==> src/rtl/disp_cmd_pkg.sv <==
package disp_cmd_pkg;

    localparam int GRAY_N   = 15;
    localparam int GRAY_W   = 3;
    localparam int PCNT_W   = 4;
    localparam int PIDX_W   = 3;

    localparam logic [7:0] OP_COL_WIN   = 8'h15;
    localparam logic [7:0] OP_ROW_WIN   = 8'h75;
    localparam logic [7:0] OP_CONTRAST  = 8'h81;
    localparam logic [7:0] OP_REMAP     = 8'hA0;
    localparam logic [7:0] OP_START     = 8'hA1;
    localparam logic [7:0] OP_OFFSET    = 8'hA2;
    localparam logic [7:0] OP_MUX       = 8'hA8;
    localparam logic [7:0] OP_SUPPLY    = 8'hAD;
    localparam logic [7:0] OP_PHASE     = 8'hB1;
    localparam logic [7:0] OP_ROWPER    = 8'hB2;
    localparam logic [7:0] OP_CLKDIV    = 8'hB3;
    localparam logic [7:0] OP_GRAY      = 8'hB8;
    localparam logic [7:0] OP_PRECHG    = 8'hBC;
    localparam logic [7:0] OP_COMHIGH   = 8'hBE;
    localparam logic [7:0] OP_BIAS      = 8'hCF;

    typedef enum logic [1:0] {
        CR_QUARTER = 2'd0, CR_HALF = 2'd1, CR_FULL = 2'd2, CR_RSVD = 2'd3
    } cur_range_e;

    typedef enum logic [1:0] {
        DM_NORMAL = 2'd0, DM_ALL_ON = 2'd1, DM_ALL_OFF = 2'd2, DM_INVERSE = 2'd3
    } disp_mode_e;

    typedef struct packed {
        logic [5:0]                     col_start;
        logic [5:0]                     col_end;
        logic [6:0]                     row_start;
        logic [6:0]                     row_end;
        logic [6:0]                     contrast;
        cur_range_e                     cur_range;
        logic [6:0]                     remap;
        logic [6:0]                     start_line;
        logic [6:0]                     offset;
        disp_mode_e                     mode;
        logic [6:0]                     mux;
        logic [1:0]                     supply;
        logic                           on;
        logic [3:0]                     ph1;
        logic [3:0]                     ph2;
        logic [7:0]                     row_period;
        logic [3:0]                     div;
        logic [3:0]                     osc;
        logic [5:0]                     com_high;
        logic [7:0]                     precharge;
        logic [7:0]                     bias;
        logic [GRAY_N-1:0][GRAY_W-1:0]  gray;
    } disp_cfg_t;

    function automatic logic [PCNT_W-1:0] param_count(input logic [7:0] op);
        case (op)
            OP_COL_WIN, OP_ROW_WIN:                          return 4'd2;
            OP_GRAY:                                         return 4'd8;
            OP_CONTRAST, OP_REMAP, OP_START, OP_OFFSET,
            OP_MUX, OP_SUPPLY, OP_PHASE, OP_ROWPER,
            OP_CLKDIV, OP_PRECHG, OP_COMHIGH, OP_BIAS:       return 4'd1;
            default:                                         return 4'd0;
        endcase
    endfunction

    function automatic disp_cfg_t cfg_reset();
        disp_cfg_t c;
        c.col_start  = 6'h00;
        c.col_end    = 6'h3F;
        c.row_start  = 7'h00;
        c.row_end    = 7'h4F;
        c.contrast   = 7'h40;
        c.cur_range  = CR_QUARTER;
        c.remap      = 7'h00;
        c.start_line = 7'h00;
        c.offset     = 7'h00;
        c.mode       = DM_NORMAL;
        c.mux        = 7'h4F;
        c.supply     = 2'b11;
        c.on         = 1'b0;
        c.ph1        = 4'd3;
        c.ph2        = 4'd5;
        c.row_period = 8'h25;
        c.div        = 4'd1;
        c.osc        = 4'd0;
        c.com_high   = 6'h11;
        c.precharge  = 8'h18;
        c.bias       = 8'hF0;
        for (int i = 0; i < GRAY_N; i++) c.gray[i] = 3'd1;
        return c;
    endfunction

endpackage

==> src/rtl/disp_cmd_seq.sv <==
module disp_cmd_seq
    import disp_cmd_pkg::*;
(
    input  logic              clk,
    input  logic              rst,
    input  logic              stb,
    input  logic              is_data,
    input  logic [7:0]        din,
    output logic              imm_valid,
    output logic              prm_valid,
    output logic [7:0]        op_out,
    output logic [PIDX_W-1:0] idx_out
);

    logic [7:0]        pend_op;
    logic [PCNT_W-1:0] left;
    logic [PIDX_W-1:0] idx;
    logic              cmd_stb;
    logic              in_param;

    always_comb begin
        cmd_stb   = stb && !is_data;
        in_param  = (left != '0);
        imm_valid = cmd_stb && !in_param;
        prm_valid = cmd_stb && in_param;
        op_out    = in_param ? pend_op : din;
        idx_out   = idx;
    end

    always_ff @(posedge clk) begin
        if (rst) begin
            pend_op <= 8'h00;
            left    <= '0;
            idx     <= '0;
        end else if (stb && is_data) begin
            left    <= '0;
        end else if (cmd_stb) begin
            if (in_param) begin
                left <= left - 1'b1;
                idx  <= idx + 1'b1;
            end else begin
                pend_op <= din;
                left    <= param_count(din);
                idx     <= '0;
            end
        end
    end

    assert_pend_bound_R6: assert property (@(posedge clk) disable iff (rst)
        left <= 4'd8);

    assert_data_abort_R8: assert property (@(posedge clk) disable iff (rst)
        (stb && is_data) |=> (left == '0));

    assert_param_step_R3: assert property (@(posedge clk) disable iff (rst)
        prm_valid |=> (left == $past(left) - 1'b1));

endmodule

==> src/rtl/disp_cfg_regs.sv <==
module disp_cfg_regs
    import disp_cmd_pkg::*;
(
    input  logic              clk,
    input  logic              rst,
    input  logic              imm_valid,
    input  logic              prm_valid,
    input  logic [7:0]        op,
    input  logic [PIDX_W-1:0] idx,
    input  logic [7:0]        din,
    output disp_cfg_t         cfg
);

    logic [3:0] gray_lo;
    logic [3:0] gray_hi;

    always_comb begin
        gray_hi = {idx, 1'b0};
        gray_lo = gray_hi - 4'd1;
    end

    always_ff @(posedge clk) begin
        if (rst) begin
            cfg <= cfg_reset();
        end else if (imm_valid) begin
            case (op)
                8'h84, 8'h85, 8'h86:        cfg.cur_range <= cur_range_e'(op[1:0]);
                8'hA4, 8'hA5, 8'hA6, 8'hA7: cfg.mode      <= disp_mode_e'(op[1:0]);
                8'hAE, 8'hAF:               cfg.on        <= op[0];
                default: ;
            endcase
        end else if (prm_valid) begin
            case (op)
                OP_COL_WIN: if (idx == '0) cfg.col_start <= din[5:0];
                            else           cfg.col_end   <= din[5:0];
                OP_ROW_WIN: if (idx == '0) cfg.row_start <= din[6:0];
                            else           cfg.row_end   <= din[6:0];
                OP_CONTRAST: cfg.contrast   <= din[6:0];
                OP_REMAP:    cfg.remap      <= din[6:0];
                OP_START:    cfg.start_line <= din[6:0];
                OP_OFFSET:   cfg.offset     <= din[6:0];
                OP_MUX:      cfg.mux        <= din[6:0];
                OP_SUPPLY:   cfg.supply     <= din[1:0];
                OP_PHASE: begin
                    cfg.ph1 <= din[3:0];
                    cfg.ph2 <= din[7:4];
                end
                OP_ROWPER:   cfg.row_period <= din;
                OP_CLKDIV: begin
                    cfg.div <= din[3:0];
                    cfg.osc <= din[7:4];
                end
                OP_PRECHG:   cfg.precharge  <= din;
                OP_COMHIGH:  cfg.com_high   <= din[5:0];
                OP_BIAS:     cfg.bias       <= din;
                OP_GRAY: begin
                    if (idx == '0) begin
                        cfg.gray[0] <= din[2:0];
                    end else begin
                        cfg.gray[gray_lo] <= din[2:0];
                        cfg.gray[gray_hi] <= din[6:4];
                    end
                end
                default: ;
            endcase
        end
    end

    assert_quiet_hold_R10: assert property (@(posedge clk) disable iff (rst)
        !(imm_valid || prm_valid) |=> (cfg == $past(cfg)));

    assert_on_only_by_cmd_R2: assert property (@(posedge clk) disable iff (rst)
        !(imm_valid && (op[7:1] == 7'h57)) |=> $stable(cfg.on));

    assert_contrast_only_by_cmd_R4: assert property (@(posedge clk) disable iff (rst)
        !(prm_valid && (op == OP_CONTRAST)) |=> $stable(cfg.contrast));

    assert_gray_only_by_cmd_R6: assert property (@(posedge clk) disable iff (rst)
        !(prm_valid && (op == OP_GRAY)) |=> $stable(cfg.gray));

endmodule

==> src/rtl/disp_cmd_decoder.sv <==
module disp_cmd_decoder
    import disp_cmd_pkg::*;
(
    input  logic                     clk,
    input  logic                     rst,
    input  logic                     wr_stb,
    input  logic                     wr_is_data,
    input  logic [7:0]               wr_byte,
    output logic [5:0]               col_start,
    output logic [5:0]               col_end,
    output logic [6:0]               row_start,
    output logic [6:0]               row_end,
    output logic [6:0]               contrast,
    output logic [1:0]               current_range,
    output logic [6:0]               remap_bits,
    output logic [6:0]               start_line,
    output logic [6:0]               line_offset,
    output logic [1:0]               display_mode,
    output logic [6:0]               mux_ratio,
    output logic [1:0]               supply_cfg,
    output logic                     display_on,
    output logic [3:0]               phase1_len,
    output logic [3:0]               phase2_len,
    output logic [7:0]               row_period,
    output logic [3:0]               clk_div,
    output logic [3:0]               osc_freq,
    output logic [5:0]               com_high_level,
    output logic [7:0]               precharge_level,
    output logic [7:0]               bias_level,
    output logic [GRAY_N*GRAY_W-1:0] gray_levels
);

    logic              imm_valid;
    logic              prm_valid;
    logic [7:0]        op;
    logic [PIDX_W-1:0] idx;
    disp_cfg_t         cfg;

    disp_cmd_seq u_seq (
        .clk       (clk),
        .rst       (rst),
        .stb       (wr_stb),
        .is_data   (wr_is_data),
        .din       (wr_byte),
        .imm_valid (imm_valid),
        .prm_valid (prm_valid),
        .op_out    (op),
        .idx_out   (idx)
    );

    disp_cfg_regs u_regs (
        .clk       (clk),
        .rst       (rst),
        .imm_valid (imm_valid),
        .prm_valid (prm_valid),
        .op        (op),
        .idx       (idx),
        .din       (wr_byte),
        .cfg       (cfg)
    );

    assign col_start       = cfg.col_start;
    assign col_end         = cfg.col_end;
    assign row_start       = cfg.row_start;
    assign row_end         = cfg.row_end;
    assign contrast        = cfg.contrast;
    assign current_range   = cfg.cur_range;
    assign remap_bits      = cfg.remap;
    assign start_line      = cfg.start_line;
    assign line_offset     = cfg.offset;
    assign display_mode    = cfg.mode;
    assign mux_ratio       = cfg.mux;
    assign supply_cfg      = cfg.supply;
    assign display_on      = cfg.on;
    assign phase1_len      = cfg.ph1;
    assign phase2_len      = cfg.ph2;
    assign row_period      = cfg.row_period;
    assign clk_div         = cfg.div;
    assign osc_freq        = cfg.osc;
    assign com_high_level  = cfg.com_high;
    assign precharge_level = cfg.precharge;
    assign bias_level      = cfg.bias;
    assign gray_levels     = cfg.gray;

    assert_data_no_imm_R7: assert property (@(posedge clk) disable iff (rst)
        (wr_stb && wr_is_data) |-> !(imm_valid || prm_valid));

endmodule

==> config.mk <==
export PLATFORM = sky130hd
export DESIGN_NAME = disp_cmd_decoder
export DESIGN_NICKNAME = d
export VERILOG_FILES = /design/src/rtl/disp_cmd_pkg.sv /design/src/rtl/disp_cmd_seq.sv /design/src/rtl/disp_cfg_regs.sv /design/src/rtl/disp_cmd_decoder.sv
export SDC_FILE = /design/constraint.sdc
export NUM_CORES = 1
export LEC_CHECK = 0
export CORE_AREA = 10 10 145 147
export DETAILED_ROUTE_END_ITERATION = 6
export DIE_AREA = 0 0 155 157
export PLACE_DENSITY_LB_ADDON = 0.1
export SETUP_SLACK_MARGIN = 0.1
export SYNTH_ARGS = -nofsm -noshare
export SYNTH_HDL_FRONTEND = slang
export SYNTH_SLANG_ARGS = --single-unit
==> constraint.sdc <==
create_clock -name clk -period 3.7 [get_ports clk]
set_clock_uncertainty 0.2 [all_clocks]
set_input_delay 0.555 -clock clk [delete_from_list [all_inputs] [get_ports clk]]
set_output_delay 0.555 -clock clk [all_outputs]
set_load 0.1 [all_outputs]
# Word-level counts from Yosys, hierarchy flattened
# Index checks and enable logic that the tools add are counted.
# word_totals
regBits	174
in_bits	12
output_inout_bits	159
elab_cells	137
# classes
add_sub_neg	3
order_cmp	4
eq_ne	39
mux	11
bitwise	3
n_reduce_logical	38
# ops
op	count
8-bit equality test, second input constant	35
45-bit bitwise mux	2
3-bit AND reduction	13
4-bit AND reduction	5
8-bit by 5-bit equality test with 1-bit output, second input constant	2
8-bit by 7-bit equality test with 1-bit output, second input constant	2
3-bit demux with 4-bit select	1
3-bit 2-to-1 mux	4
4-bit case mux with 3 select lines	1
12-bit OR reduction	1
4-bit by 5-bit < comparator with 1-bit output, second input constant	2
3-bit demux with 3-bit select	1
4-bit by 1-bit greater-or-equal comparator with 1-bit output, second input constant	2
8-bit 2-to-1 mux	1
2-bit AND reduction	4
4-bit by 1-bit subtractor with 4-bit output, second input constant	2
1-bit logical AND	6
2-bit OR reduction	3
4-bit 2-to-1 mux	1
4-bit nonzero test	1
4-bit OR reduction	1
3-bit by 1-bit adder with 3-bit output, second input constant	1
3-bit zero test	1
1-bit NOT	3
other kinds (2)	3

# Depth between registers and ports, before layout
# depth
ltp_word	8
depth_mapped	10

# Modules after synthesis
# From an unflattened synthesis, not the netlist that was laid out.
# hier_totals
cells_unflattened	775
hier_area_um2	7244.4
# modules_own_cells
module	n_inst	cells_per_inst	area_per_inst_um2
disp_cfg_regs	1	642	6316.1
disp_cmd_seq	1	133	928.4

# Worst setup path before layout
# No wires, ideal clock.
# synth_path
path_type	register -> register
from	register u_seq.left[0]
to	register u_regs.cfg[33] (netlist name)
setup_time_ns	0.120
t_arrival_ns	2.339
t_required_ns	3.380
path_slack_ns	1.041
path_stages_with_launch	9
path_buffers	1
period_less_slack_ns	2.659
cell_sequence	dfxtp_1 > inv_1 > ha_1 > nor3b_1 > or4_1 > buf_2 > nor4_1 > nor2b_1 > a211o_1
# synth_between
elab_chain_len	5
word_cells_on_any_way	8
classes_between	eq/ne (1); mux (1); bitwise (1); reduce/logical (5)
# synth_rtl
element	line_no	text
from (decl)	disp_cmd_seq.sv:16	logic [PCNT_W-1:0] left;
from (signal assigned)	disp_cmd_seq.sv:39	left <= left - 1'b1;
from (signal assigned)	disp_cmd_seq.sv:43	left <= param_count(din);
4-bit nonzero test (*)	disp_cmd_seq.sv:23	in_param = (left != '0);
parallel branches: the longest is 3 deep, another holds 8-bit 2-to-1 mux	n/a	
4-bit AND reduction (no source line) (*)	n/a	
# Mark *: on every way between the ends.
# A chain may end at the register's enable or synchronous reset.

# Worst setup path in the final report
# layout_path
from	register u_seq.idx[0] (netlist: u_seq.idx_out[0])
to	register u_regs.cfg[142] (netlist name)
# layout_between
elab_chain_len	2
# layout_rtl
element	line_no	text
from (decl)	disp_cmd_seq.sv:17	logic [PIDX_W-1:0] idx;
from (signal assigned)	disp_cmd_seq.sv:40	idx <= idx + 1'b1;
3-bit zero test	disp_cfg_regs.sv:36	OP_ROW_WIN: if (idx == '0) cfg.row_start <= din[6:0];
4-bit AND reduction (no source line)	n/a	
# No other way between the ends.

==> impl_metrics.env <==
export IMPL_timing_final_crit_share_pct=85.3
export IMPL_status="completed"
export IMPL_rsz0062_at_grt="false"
export IMPL_hpwl_um=16900
export IMPL_hp_class="reg -> reg"
export IMPL_critical_path_arrival_ns=3.23
export IMPL_cts_root_buf="clkbuf_16"
export IMPL_syn_num_nets=772
export IMPL_ys_seq_area_share_pct=49.1
export IMPL_grt_usage_pct=19.1
export IMPL_slew_viol_final=0
export IMPL_synth_async_reset_ratio_pct=0
export IMPL_final_common_cell="dfxtp_1"
export IMPL_crit_fanout=13
export IMPL_grt_pass1_wl_um=36500
export IMPL_crit_end="u_regs.cfg[142]$_SDFFE_PP0P_"
export IMPL_fin_crit_ns=3.15
export IMPL_cp_start_kind="flip-flop"
export IMPL_routed_wl_um=23400
export IMPL_layout_common_cells="174 x dfxtp_1, 163 x clkdlybuf4s50_1, 150 x nor2_1"
export IMPL_routedWlPerCell_um=20.1
export IMPL_tightest_slew_ns=1.07
export IMPL_drc=0
export IMPL_cpPeakStageDelay_ns=0.75
export IMPL_whs_ns=0.255
export IMPL_synth_distinct_cells=51
export IMPL_cp_end_kind="flip-flop"
export IMPL_reg2regPathDepth=7
export IMPL_grt_antenna_before_repair=0
export IMPL_post_route_cells_drive_above_1_share_pct=9.87
export IMPL_cts_buffers=17
export IMPL_grt_max_degree=122
export IMPL_die_x_um=155
export IMPL_synth_avg_cell_area_sq_um=9.39
export IMPL_cts_tree="done"
export IMPL_worst_setup_path_type="reg -> reg"
export IMPL_dieArea_sq_um=24300
export IMPL_synth_enable_flop_cells=0
export IMPL_cts_sinks=174
export IMPL_syn_to_final_growth_pct=36.9
export IMPL_cts_max_path_buffers=2
export IMPL_io_buffers=170
export IMPL_synth_area_sq_um=7100
export IMPL_synth_flop_cell="dfxtp_1"
export IMPL_cts_setup_buffers=0
export IMPL_critPathRequiredTime_ns=3.77
export IMPL_cp_slowest_cell="or4b_1"
export IMPL_core_rowCount=50
export IMPL_finalSetupTns_ns=0
export IMPL_cts_hold_buffers_added=0
export IMPL_fill_cells=1693
export IMPL_n_antenna_cell=0
export IMPL_post_dp_cell_area_sq_um=9130
export IMPL_cts_resized=0
export IMPL_ant_nets=0
export IMPL_p_per_area_nw_per_um2=396
export IMPL_r2r_slack_ns=0.55
export IMPL_vias_per_cell=5.19
export IMPL_design_area_sq_um=9720
export IMPL_setup_ws_ns=0.546
export IMPL_core_area_sq_um=18300
export IMPL_dr_pass1_iters=5
export IMPL_clock_latency_ns=0.42
export IMPL_io_pins=171
export IMPL_pre_cts_ws_ns=0.386
export IMPL_h_tree_depth=4
export IMPL_drv_cap=0
export IMPL_gp_congestion=0.900
export IMPL_peakVddDrop_uv=304
export IMPL_clk_pin_slew_ns=0.07
export IMPL_p_leak_nw=3.75
export IMPL_die_h_um=157
export IMPL_crit_start="u_seq.idx_out[0]$_SDFFE_PP0P_"
export IMPL_drt_initial_drc_count=286
export IMPL_yosys_warnings=0
export IMPL_worstPathCellList="inv_1 -> ha_1 -> nand2b_1 -> or4_1 -> or4b_1 -> mux2i_1 -> nor2_1"
export IMPL_slew_headroom_pct=28.4
export IMPL_final_hold_violation_count=0
export IMPL_fmax_ghz=0.317
export IMPL_syn_inst=756
export IMPL_num_nets_final=936
export IMPL_grt_pass1_vias=6289
export IMPL_worstReg2RegStart="u_seq.idx_out[0]$_SDFFE_PP0P_"
export IMPL_synth_seq_cells=174
export IMPL_setup_viol=0
export IMPL_overflow=0
export IMPL_routed_via_count=6057
export IMPL_start_util_pct=38.7
export IMPL_reg2reg_to="u_regs.cfg[142]$_SDFFE_PP0P_"
[metal layers]
layer | track usage [%] | routed length (um) | vias up
li1 | - | - | 2946
met1 | 22.6 | 10200 | 2940
met2 | 31.8 | 11300 | 154
met3 | 6.74 | 1670 | 17
met4 | 5.26 | 349 | 0
met5 | 0 | 0 | -
[final cells by class]
| type | instances | area, sq um | share of cell area [%] |
|---|---|---|---|
| clock buffers | 19 | 453 | 4.66 |
| clock inverters | 12 | 135 | 1.39 |
| inverters | 12 | 45.0 | 0.464 |
| multi-input cells | 507 | 3330 | 34.3 |
| flip-flops and latches | 174 | 3480 | 35.9 |
| well taps | 234 | 293 | 3.01 |
| repair buffers | 208 | 1970 | 20.3 |
[worst max-delay path: cells and delay by family, from the launching register on]
kind | cells | cell delay, ns
fa+ha+maj | 1 | 0.35
flops | 1 | 0.45
buf+inv | 1 | 0.27
simple gates | 4 | 1.48
mux | 1 | 0.25
[metrics by stage]
stage	total power, W	util, %	instances
after floorplan	0.00203	-	756
after global placement	0.00211	49.8	1135
after detailed placement	0.00211	49.8	1135
after CTS	0.00389	53.0	1166
after global routing	0.00399	53.0	1166
final	0.00385	53.0	1166
[worst min-delay path by stage]
stage	from	to	slack, ns	cells after the start
after floorplan	u_seq.left[2]$_SDFFE_PP0P_	u_seq.left[2]$_SDFFE_PP0P_	0.26	2
after global placement	u_regs.cfg[15]$_SDFFE_PP1P_	u_regs.cfg[15]$_SDFFE_PP1P_	0.25	1
after detailed placement	u_regs.cfg[102]$_SDFFE_PP0P_	u_regs.cfg[102]$_SDFFE_PP0P_	0.25	2
after CTS	u_regs.cfg[102]$_SDFFE_PP0P_	u_regs.cfg[102]$_SDFFE_PP0P_	0.26	2
after global routing	u_regs.cfg[102]$_SDFFE_PP0P_	u_regs.cfg[102]$_SDFFE_PP0P_	0.28	2
final	u_regs.cfg[102]$_SDFFE_PP0P_	u_regs.cfg[102]$_SDFFE_PP0P_	0.25	2
[cells by family (layout without fill, tap and decap cells)]
logic type / count (synthesis) / count (layout) / share of synthesized area (%)
muxes: 121 / 121 / 17.2
DFF: 174 / 174 / 49.1
and+or+nand+nor: 296 / 296 / 20.5
adders and majority gates: 4 / 4 / 0.705
buffers and inverters: 75 / 251 / 4.30
AOI/OAI and AO/OA: 85 / 85 / 8.09
xor gates and xnor gates: 1 / 1 / 0.123
[cells in the mapped netlist (5+ instances only)]
library cell    n  area share (%)
dfxtp_1       174              49
nor2_1        150             7.9
mux2i_1       118              17
clkbuf_1       49             2.6
nand2_1        34             1.8
a21oi_1        31             2.2
a211o_1        25             3.1
nor3_1         20             1.4
nor2b_1        14             1.2
nand2b_1       12             1.1
inv_1          11            0.58
o21ai_0        11            0.78
nand4_1         9            0.79
nor4_1          9            0.79
nand3_1         8            0.56
buf_2           7            0.49
nand3b_1        6            0.63
or4_1           6            0.63
buf_1           5            0.26
[power by group]
group	internal, W	switching [W]
logic	0.0000505	0.000128
clock network	0.00103	0.000752
registers	0.00188	0.00000934
total	0.00296	0.000889
[flip-flops by register name, indices dropped and copies added, names as in the netlist]
name           cells
u_regs.cfg       159
u_seq.left         4
u_seq.pend_op      8
u_seq.idx_out      3
(Power assumes the default switching activity.)
